<file path="config.mk">
export PLATFORM = sky130hd
export DESIGN_NAME = pwm_hold_gen
export DESIGN_NICKNAME = d
export VERILOG_FILES = /design/src/rtl/pwm_hold_pkg.sv /design/src/rtl/pwm_prescaler.sv /design/src/rtl/pwm_cfg_regs.sv /design/src/rtl/pwm_step_cmp.sv /design/src/rtl/pwm_hold_gen.sv
export SDC_FILE = /design/constraint.sdc
export NUM_CORES = 1
export LEC_CHECK = 0
export BUFFER_PORTS_ARGS = -buffer_cell sky130_fd_sc_hd__buf_2
export CORE_ASPECT_RATIO = 1.4
export CORE_MARGIN = 1.5
export CORE_UTILIZATION = 38
export CTS_BUF_LIST = sky130_fd_sc_hd__clkbuf_8
export CTS_CLUSTER_DIAMETER = 100
export DETAILED_ROUTE_END_ITERATION = 8
export MAX_ROUTING_LAYER = met4
export SYNTH_ARGS = -nofsm -noshare
export SYNTH_HDL_FRONTEND = slang
export SYNTH_SLANG_ARGS = --single-unit
</file>
<file path="constraint.sdc">
create_clock -name clk -period 2.4 [get_ports clk]
set_clock_uncertainty 0.05 [all_clocks]
set_input_delay 0 -clock clk [delete_from_list [all_inputs] [get_ports clk]]
set_output_delay 0 -clock clk [all_outputs]
set_load 0.005 [all_outputs]
</file>
<file path="src/rtl/pwm_hold_pkg.sv">
package pwm_hold_pkg;

  // Width of the step counter and of the mark and ceiling values.
  localparam int unsigned STEP_W = 8;
  // Width of the prescale rate code.
  localparam int unsigned CODE_W = 4;

  // Values taken by the settings when reset is applied.
  localparam logic [STEP_W-1:0] MARK_RST = 8'd127;
  localparam logic [STEP_W-1:0] CEIL_RST = 8'd255;
  localparam logic [CODE_W-1:0] RATE_RST = 4'd5;

  // A code of zero is out of range and is read as the fastest rate.
  function automatic logic [CODE_W-1:0] legal_code(input logic [CODE_W-1:0] code);
    return (code == '0) ? CODE_W'(1) : code;
  endfunction

endpackage

</file>
<file path="src/rtl/pwm_prescaler.sv">
module pwm_prescaler #(
  parameter int unsigned CODE_W   = 4,
  localparam int unsigned MAX_CODE = (1 << CODE_W) - 1,
  localparam int unsigned PRE_W    = MAX_CODE - 1
) (
  input  logic              clk,
  input  logic              rst_n,
  input  logic              run,
  input  logic [CODE_W-1:0] code,
  output logic              tick
);

  logic [PRE_W-1:0] pre_q;
  logic [PRE_W-1:0] pre_d;
  logic [PRE_W-1:0] limit;
  logic             at_limit;

  // Terminal count for each legal code, 2^(code-1)-1.
  always_comb begin
    limit = '0;
    for (int i = 1; i <= int'(MAX_CODE); i++) begin
      if (code == CODE_W'(i)) begin
        limit = PRE_W'((32'd1 << (i - 1)) - 32'd1);
      end
    end
  end

  assign at_limit = (pre_q >= limit);
  assign tick     = run && at_limit;

  always_comb begin
    if (!run) begin
      pre_d = '0;
    end else if (at_limit) begin
      pre_d = '0;
    end else begin
      pre_d = pre_q + PRE_W'(1);
    end
  end

  always_ff @(posedge clk or negedge rst_n) begin
    if (!rst_n) begin
      pre_q <= '0;
    end else begin
      pre_q <= pre_d;
    end
  end

  // a tick is followed by a gap unless the rate is one step per clock.
  p_tick_gap_r5: assert property (@(posedge clk) disable iff (!rst_n)
    tick |=> (!tick || limit == '0));

  // the prescaler is cleared while stopped.
  p_pre_cleared_r8: assert property (@(posedge clk) disable iff (!rst_n)
    !run |=> (pre_q == '0));

endmodule

</file>
<file path="src/rtl/pwm_cfg_regs.sv">
module pwm_cfg_regs
  import pwm_hold_pkg::*;
#(
  parameter int unsigned STEP_W_P = STEP_W,
  parameter int unsigned CODE_W_P = CODE_W
) (
  input  logic                clk,
  input  logic                rst_n,
  input  logic                run,
  input  logic                wrap,
  input  logic                load,
  input  logic [STEP_W_P-1:0] mark_in,
  input  logic [STEP_W_P-1:0] ceil_in,
  input  logic [CODE_W_P-1:0] rate_in,
  output logic [STEP_W_P-1:0] mark_act,
  output logic [STEP_W_P-1:0] ceil_act,
  output logic [CODE_W_P-1:0] rate_act
);

  logic [STEP_W_P-1:0] mark_stg_q, mark_stg_d;
  logic [STEP_W_P-1:0] ceil_stg_q, ceil_stg_d;
  logic [CODE_W_P-1:0] rate_stg_q, rate_stg_d;
  logic [STEP_W_P-1:0] mark_act_q, mark_act_d;
  logic [STEP_W_P-1:0] ceil_act_q, ceil_act_d;
  logic [CODE_W_P-1:0] rate_act_q, rate_act_d;
  logic                apply;

  // Working bank follows the staging bank at a wrap or while stopped.
  assign apply = wrap || !run;

  always_comb begin
    mark_stg_d = mark_stg_q;
    ceil_stg_d = ceil_stg_q;
    rate_stg_d = rate_stg_q;
    if (load) begin
      mark_stg_d = mark_in;
      ceil_stg_d = ceil_in;
      rate_stg_d = (rate_in == '0) ? CODE_W_P'(1) : rate_in;
    end
  end

  always_comb begin
    mark_act_d = mark_act_q;
    ceil_act_d = ceil_act_q;
    rate_act_d = rate_act_q;
    if (apply) begin
      mark_act_d = mark_stg_q;
      ceil_act_d = ceil_stg_q;
      rate_act_d = rate_stg_q;
    end
  end

  always_ff @(posedge clk or negedge rst_n) begin
    if (!rst_n) begin
      mark_stg_q <= STEP_W_P'(MARK_RST);
      ceil_stg_q <= STEP_W_P'(CEIL_RST);
      rate_stg_q <= CODE_W_P'(RATE_RST);
    end else begin
      mark_stg_q <= mark_stg_d;
      ceil_stg_q <= ceil_stg_d;
      rate_stg_q <= rate_stg_d;
    end
  end

  always_ff @(posedge clk or negedge rst_n) begin
    if (!rst_n) begin
      mark_act_q <= STEP_W_P'(MARK_RST);
      ceil_act_q <= STEP_W_P'(CEIL_RST);
      rate_act_q <= CODE_W_P'(RATE_RST);
    end else begin
      mark_act_q <= mark_act_d;
      ceil_act_q <= ceil_act_d;
      rate_act_q <= rate_act_d;
    end
  end

  assign mark_act = mark_act_q;
  assign ceil_act = ceil_act_q;
  assign rate_act = rate_act_q;

  // working settings do not move in the middle of a running period.
  p_act_hold_r7: assert property (@(posedge clk) disable iff (!rst_n)
    (run && !wrap) |=> ($stable(mark_act_q) && $stable(ceil_act_q) && $stable(rate_act_q)));

  // a zero rate code is stored as code 1.
  p_code_zero_r6: assert property (@(posedge clk) disable iff (!rst_n)
    (load && rate_in == '0) |=> (rate_stg_q == CODE_W_P'(1)));

  // without a load strobe the staging bank keeps its contents.
  p_stage_hold_r9: assert property (@(posedge clk) disable iff (!rst_n)
    !load |=> ($stable(mark_stg_q) && $stable(ceil_stg_q) && $stable(rate_stg_q)));

endmodule

</file>
<file path="src/rtl/pwm_step_cmp.sv">
module pwm_step_cmp #(
  parameter int unsigned STEP_W = 8
) (
  input  logic              clk,
  input  logic              rst_n,
  input  logic              run,
  input  logic              tick,
  input  logic [STEP_W-1:0] mark,
  input  logic [STEP_W-1:0] ceiling,
  output logic              wrap,
  output logic              pwm
);

  logic [STEP_W-1:0] step_q;
  logic [STEP_W-1:0] step_d;
  logic              at_ceil;
  logic              full_on;

  assign at_ceil = (step_q == ceiling);
  assign wrap    = tick && at_ceil;

  always_comb begin
    if (!run) begin
      step_d = '0;
    end else if (wrap) begin
      step_d = '0;
    end else if (tick) begin
      step_d = step_q + STEP_W'(1);
    end else begin
      step_d = step_q;
    end
  end

  always_ff @(posedge clk or negedge rst_n) begin
    if (!rst_n) begin
      step_q <= '0;
    end else begin
      step_q <= step_d;
    end
  end

  // All-ones mark is the full-on code.
  assign full_on = &mark;
  assign pwm     = run && (full_on || (step_q < mark));

  // the counter never passes the working ceiling.
  p_step_in_range_r2: assert property (@(posedge clk) disable iff (!rst_n)
    step_q <= ceiling);

  // the counter is held at zero while stopped.
  p_step_cleared_r8: assert property (@(posedge clk) disable iff (!rst_n)
    !run |=> (step_q == '0));

  // between ticks the counter stands still.
  p_step_still_r2: assert property (@(posedge clk) disable iff (!rst_n)
    (run && !tick) |=> $stable(step_q));

endmodule

</file>
<file path="src/rtl/pwm_hold_gen.sv">
module pwm_hold_gen
  import pwm_hold_pkg::*;
#(
  parameter int unsigned STEP_BITS = STEP_W,
  parameter int unsigned CODE_BITS = CODE_W
) (
  input  logic                 clk,
  input  logic                 rst_n,
  input  logic                 run_en,
  input  logic                 cfg_load,
  input  logic [STEP_BITS-1:0] mark_in,
  input  logic [STEP_BITS-1:0] ceil_in,
  input  logic [CODE_BITS-1:0] rate_in,
  output logic                 pwm_out
);

  logic [1:0]           rst_sync_q;
  logic                 rst_core_n;
  logic                 tick;
  logic                 wrap;
  logic [STEP_BITS-1:0] mark_act;
  logic [STEP_BITS-1:0] ceil_act;
  logic [CODE_BITS-1:0] rate_act;

  // Reset asserts at once and leaves two clock edges after rst_n rises.
  always_ff @(posedge clk or negedge rst_n) begin
    if (!rst_n) begin
      rst_sync_q <= 2'b00;
    end else begin
      rst_sync_q <= {rst_sync_q[0], 1'b1};
    end
  end
  assign rst_core_n = rst_sync_q[1];

  pwm_cfg_regs #(
    .STEP_W_P (STEP_BITS),
    .CODE_W_P (CODE_BITS)
  ) cfg_i (
    .clk      (clk),
    .rst_n    (rst_core_n),
    .run      (run_en),
    .wrap     (wrap),
    .load     (cfg_load),
    .mark_in  (mark_in),
    .ceil_in  (ceil_in),
    .rate_in  (rate_in),
    .mark_act (mark_act),
    .ceil_act (ceil_act),
    .rate_act (rate_act)
  );

  pwm_prescaler #(
    .CODE_W (CODE_BITS)
  ) pre_i (
    .clk   (clk),
    .rst_n (rst_core_n),
    .run   (run_en),
    .code  (rate_act),
    .tick  (tick)
  );

  pwm_step_cmp #(
    .STEP_W (STEP_BITS)
  ) step_i (
    .clk     (clk),
    .rst_n   (rst_core_n),
    .run     (run_en),
    .tick    (tick),
    .mark    (mark_act),
    .ceiling (ceil_act),
    .wrap    (wrap),
    .pwm     (pwm_out)
  );

  // full-on mark holds the output high for as long as the block runs.
  p_full_on_r4: assert property (@(posedge clk) disable iff (!rst_core_n)
    (run_en && mark_act == '1) |-> pwm_out);

  // a stopped block never drives its output high.
  p_stopped_low_r1: assert property (@(posedge clk) disable iff (!rst_core_n)
    !run_en |-> !pwm_out);

  // the working rate code is never zero.
  p_rate_legal_r6: assert property (@(posedge clk) disable iff (!rst_core_n)
    rate_act != '0);

endmodule

</file>
==> Implementation_results.wiki <==
{| class="wikitable"
! Metric !! Value
|-
| Transition at the pin with the smallest max-transition slack || 641.7 ps
|-
| Antenna violations before repair || 0
|-
| Row Count || 40
|-
| Total Die Area || 9483 sq um
|-
| Synth-to-Final Area Change || 24.45%
|-
| Port bufs || 24
|-
| Clock transition time at the flip-flop clock pins of the worst setup and hold paths || 80 ps
|-
| Width of the die || 82.73 um
|-
| Vertical die dimension || 114.6 um
|-
| Gate Count Post-Synth || 285
|-
| Required time worst endpoint || 2580 ps
|-
| Count of synthesis-stage warnings from yosys || 0
|-
| RD Place Congestion || 0.7537
|-
| Number of storage elements in the synthesis netlist || 64
|-
| WL/cell || 14.16 um
|-
| Category of the worst setup path capture point || register
|-
| Antenna diode count || 0
|-
| CTS tree || yes
|-
| Post-Synthesis Cell Area || 3382 sq um
|-
| Finish-stage setup viols || 20
|-
| Pwr Total || 2864 uW
|-
| Seq/Total Area, Yosys || 0.4861
|-
| Iter 0 DRT Violations || 56
|-
| Total routing resource utilization after global routing || 0.1656
|-
| Fraction of final layout cells sized beyond drive strength 1 || 0.3927
|-
| Max clock buf depth || 2
|-
| Unrepaired setup endpoints after global routing || yes
|-
| Ratio of final minimum period to clock period || 1.064
|-
| Initial Util || 0.3929
|-
| Number of buffers created by CTS || 9
|-
| Crit Path Class || reg2reg
|-
| Count of flip-flops with a built-in enable after synthesis || 0
|-
| Synth unique cells || 42
|-
| Routed Wire Length || 6498 um
|-
| Violated checks || setup timing
|-
| Pin count of the biggest net entering global routing || 34
|-
| Core ar. || 8608 sq um
|-
| Detailed-router iteration count before antenna repair || 4
|-
| Total DRC errors in the routed layout || 0
|-
| Final count of hold timing violations || 0
|-
| Shortest clock period the worst path allows after layout || 2554 ps
|-
| Arrival time of the worst setup path || 2740 ps
|-
| PnR worst setup slack || -153.7 ps
|-
| Syn nets || 332
|-
| Leakage power || 0.001925 uW
|-
| Level count of the clock H-tree || 3
|-
| Share of synthesized registers carrying an async set or reset || 1.000
|-
| Clk sinks || 64
|-
| Type of the most critical hold path || in2reg
|-
| Kind of start point of the critical path || register
|-
| Fmax || 0.3916 GHz
|-
| Avg Vias per Cell || 4.939
|-
| Wire length of the first global-routing pass || 11210 um
|-
| Tightest slew margin relative to the limit || 0.5722
|-
| Maximum vdd ir drop || 465.7 uV
|-
| Number of antenna-violating nets in the routed design || 0
|-
| Via count of the first global-routing pass || 2440
|-
| Mean instance size in the synthesized netlist || 11.87 sq um
|-
| Count of vias placed by the detailed router || 2267
|-
| Count of fill cells added during filler insertion || 797
|-
| Most used flip-flop cell after synthesis || sky130_fd_sc_hd__dfstp_2
|-
| I/O pin count || 25
|-
| Half-perimeter wire length after detailed placement || 4509 um
|-
| Result of the run || finished with violations
|-
| Pre-CTS setup slack || -149.8 ps
|-
| Insertion delay of the later-clocked pin in the worst-skew pair || 340 ps
|-
| Pwr/cell area || 680.6 nW/um^2
|-
| Count of nets after finishing || 396
|-
| Pins Over Slew Limit || 0
|-
| Worst hold slack || 66.06 ps
|-
| Clock root buffer || sky130_fd_sc_hd__clkbuf_8
|-
| Max-cap viol count || 0
|-
| Final core utilization || 0.4890
|-
| GRT overflow || 0
|-
| CP Max Fanout || 7
|}
-- flip-flops by register name, summed over array words and instances, names as in the netlist --
signal	cells
rst_sync_q	2
cfg_i.ceil_act	8
cfg_i.rate_act	4
cfg_i.rate_stg_q	4
cfg_i.ceil_stg_q	8
cfg_i.mark_act	8
pre_i.pre_q	14
cfg_i.mark_stg_q	8
step_i.step_q	8
-- critical path: stages (launching register included) --
cell and delay, ps:
sky130_fd_sc_hd__dfstp_2 590, sky130_fd_sc_hd__buf_4 130, sky130_fd_sc_hd__a21oi_2 50, sky130_fd_sc_hd__ha_1 300, sky130_fd_sc_hd__a211o_1 280, sky130_fd_sc_hd__a21oi_2 130
sky130_fd_sc_hd__o21a_1 180, sky130_fd_sc_hd__o21ai_2 70, sky130_fd_sc_hd__and2_4 220, sky130_fd_sc_hd__buf_12 150, sky130_fd_sc_hd__mux2_4 280
-- per-layer routing --
layer	vias to the layer above	global-route usage	part of all wire
li1	1131	-	-
met1	1096	0.1775	0.42
met2	28	0.2797	0.53
met3	12	0.02948	0.018
met4	0	0.09556	0.030
met5	-	-	0
-- cells in the final DEF (no fill, tap or decap), types with 5 or more instances in the layout --
cell type / n
sky130_fd_sc_hd__dfstp_2: 34
sky130_fd_sc_hd__nand2b_1: 5
sky130_fd_sc_hd__and3_1: 7
sky130_fd_sc_hd__mux2_4: 20
sky130_fd_sc_hd__buf_2: 24
sky130_fd_sc_hd__nand4_1: 6
sky130_fd_sc_hd__xnor2_1: 6
sky130_fd_sc_hd__a21oi_1: 9
sky130_fd_sc_hd__nand2_1: 9
sky130_fd_sc_hd__o21ai_0: 10
sky130_fd_sc_hd__buf_4: 7
sky130_fd_sc_hd__dfrtp_1: 28
sky130_fd_sc_hd__mux2_2: 19
sky130_fd_sc_hd__nand3_1: 9
sky130_fd_sc_hd__clkbuf_8: 9
sky130_fd_sc_hd__inv_1: 15
sky130_fd_sc_hd__ha_1: 23
sky130_fd_sc_hd__dlygate4sd3_1: 23
sky130_fd_sc_hd__xor2_1: 13
sky130_fd_sc_hd__nor2_1: 23
-- per-stage QoR --
step | TNS, ps | cell area [sq um] | std cells
6_report | -2628 | 4209 | 459
4_1_cts | -2786 | 4148 | 456
3_3_place_gp | -2483 | 3695 | 415
2_1_floorplan | -86.43 | 3400 | 285
5_1_grt | -5076 | 4209 | 459
3_5_place_dp | -3117 | 3695 | 415
-- where the power goes --
group / internal (uW) / total (uW) / switching [uW]
Sequential: 1260 / 1380 / 111
Combinational: 331 / 559 / 228
Clock: 487 / 930 / 443
Total: 2080 / 2860 / 782
-- Yosys cell counts (all sizes together), types with 3 or more instances --
| cell type | count | area share |
|---|---|---|
| o2bb2ai | 4 | 0.010 |
| o21a | 4 | 0.0089 |
| buf | 3 | 0.013 |
| dfstp | 34 | 0.26 |
| and3 | 7 | 0.013 |
| inv | 15 | 0.017 |
| ha | 23 | 0.085 |
| mux2 | 39 | 0.15 |
| nand2 | 10 | 0.012 |
| dfrtp | 30 | 0.22 |
| clkbuf | 5 | 0.0055 |
| xnor2 | 6 | 0.016 |
| nand4 | 6 | 0.011 |
| nand2b | 5 | 0.0092 |
| nor2 | 23 | 0.026 |
| a21oi | 11 | 0.016 |
| nand3 | 10 | 0.015 |
| o21ai | 12 | 0.019 |
| xor2 | 13 | 0.034 |
| nor3 | 5 | 0.0089 |
-- final cells by class --
| type | count | area [sq um] | share of cell area |
|---|---|---|---|
| clock buffers | 9 | 123.9 | 0.02943 |
| clock inverters | 7 | 80.08 | 0.01902 |
| inverters | 15 | 56.30 | 0.01338 |
| multi-input cells | 198 | 1640 | 0.3897 |
| flip-flops and latches | 64 | 1647 | 0.3912 |
| well taps | 105 | 131.4 | 0.03121 |
| repair buffers | 61 | 530.5 | 0.1260 |
-- path summary, 6_finish.rpt --
path / endpoint / depth (start not counted) / start / slack (ps)
max reg2reg: cfg_i.rate_act[1]$_DFFE_PN0P_ / 10 / cfg_i.rate_act[2]$_DFFE_PN1P_ / -150
min in group asynchronous: cfg_i.mark_act[7]$_DFFE_PN0P_ / 0 / rst_sync_q[1]$_DFF_PN0_ / 250
min reg2reg: cfg_i.mark_act[7]$_DFFE_PN0P_ / 0 / rst_sync_q[1]$_DFF_PN0_ / 250
min: cfg_i.rate_stg_q[0]$_DFFE_PN1P_ / 3 / cfg_load / 70
max: cfg_i.rate_act[1]$_DFFE_PN0P_ / 10 / cfg_i.rate_act[2]$_DFFE_PN1P_ / -150
max in group asynchronous: cfg_i.rate_stg_q[2]$_DFFE_PN1P_ / 1 / rst_sync_q[1]$_DFF_PN0_ / 1380
-- what timing repair did --
| item | 4_1_cts | 5_1_grt |
|---|---|---|
| gates cloned | 0 | 1 |
| pin swaps | 3 | 3 |
| setup endpoints to repair | 28 | 28 |
| setup buffers | 2 | 2 |
| hold buffers | 23 | 0 |
| hold endpoints to repair | 23 | 0 |
| resized for setup | 1 | 7 |
-- cells by family (layout without fill, tap and decap cells) --
kind of cell             after synthesis  after routing  synth area share
AND/OR/NAND/NOR                       74             74            0.1099
other                                  1              1          0.001109
buffers and inverters                 23             92           0.03551
adder cells (fa/ha/maj)               23             23           0.08509
flip-flops                            64             64            0.4861
AO/OA/AOI/OAI                         41             41           0.07806
XOR/XNOR                              19             19           0.04920
multiplexers                          40             40            0.1550
Power figures use the tool's default switching activity.
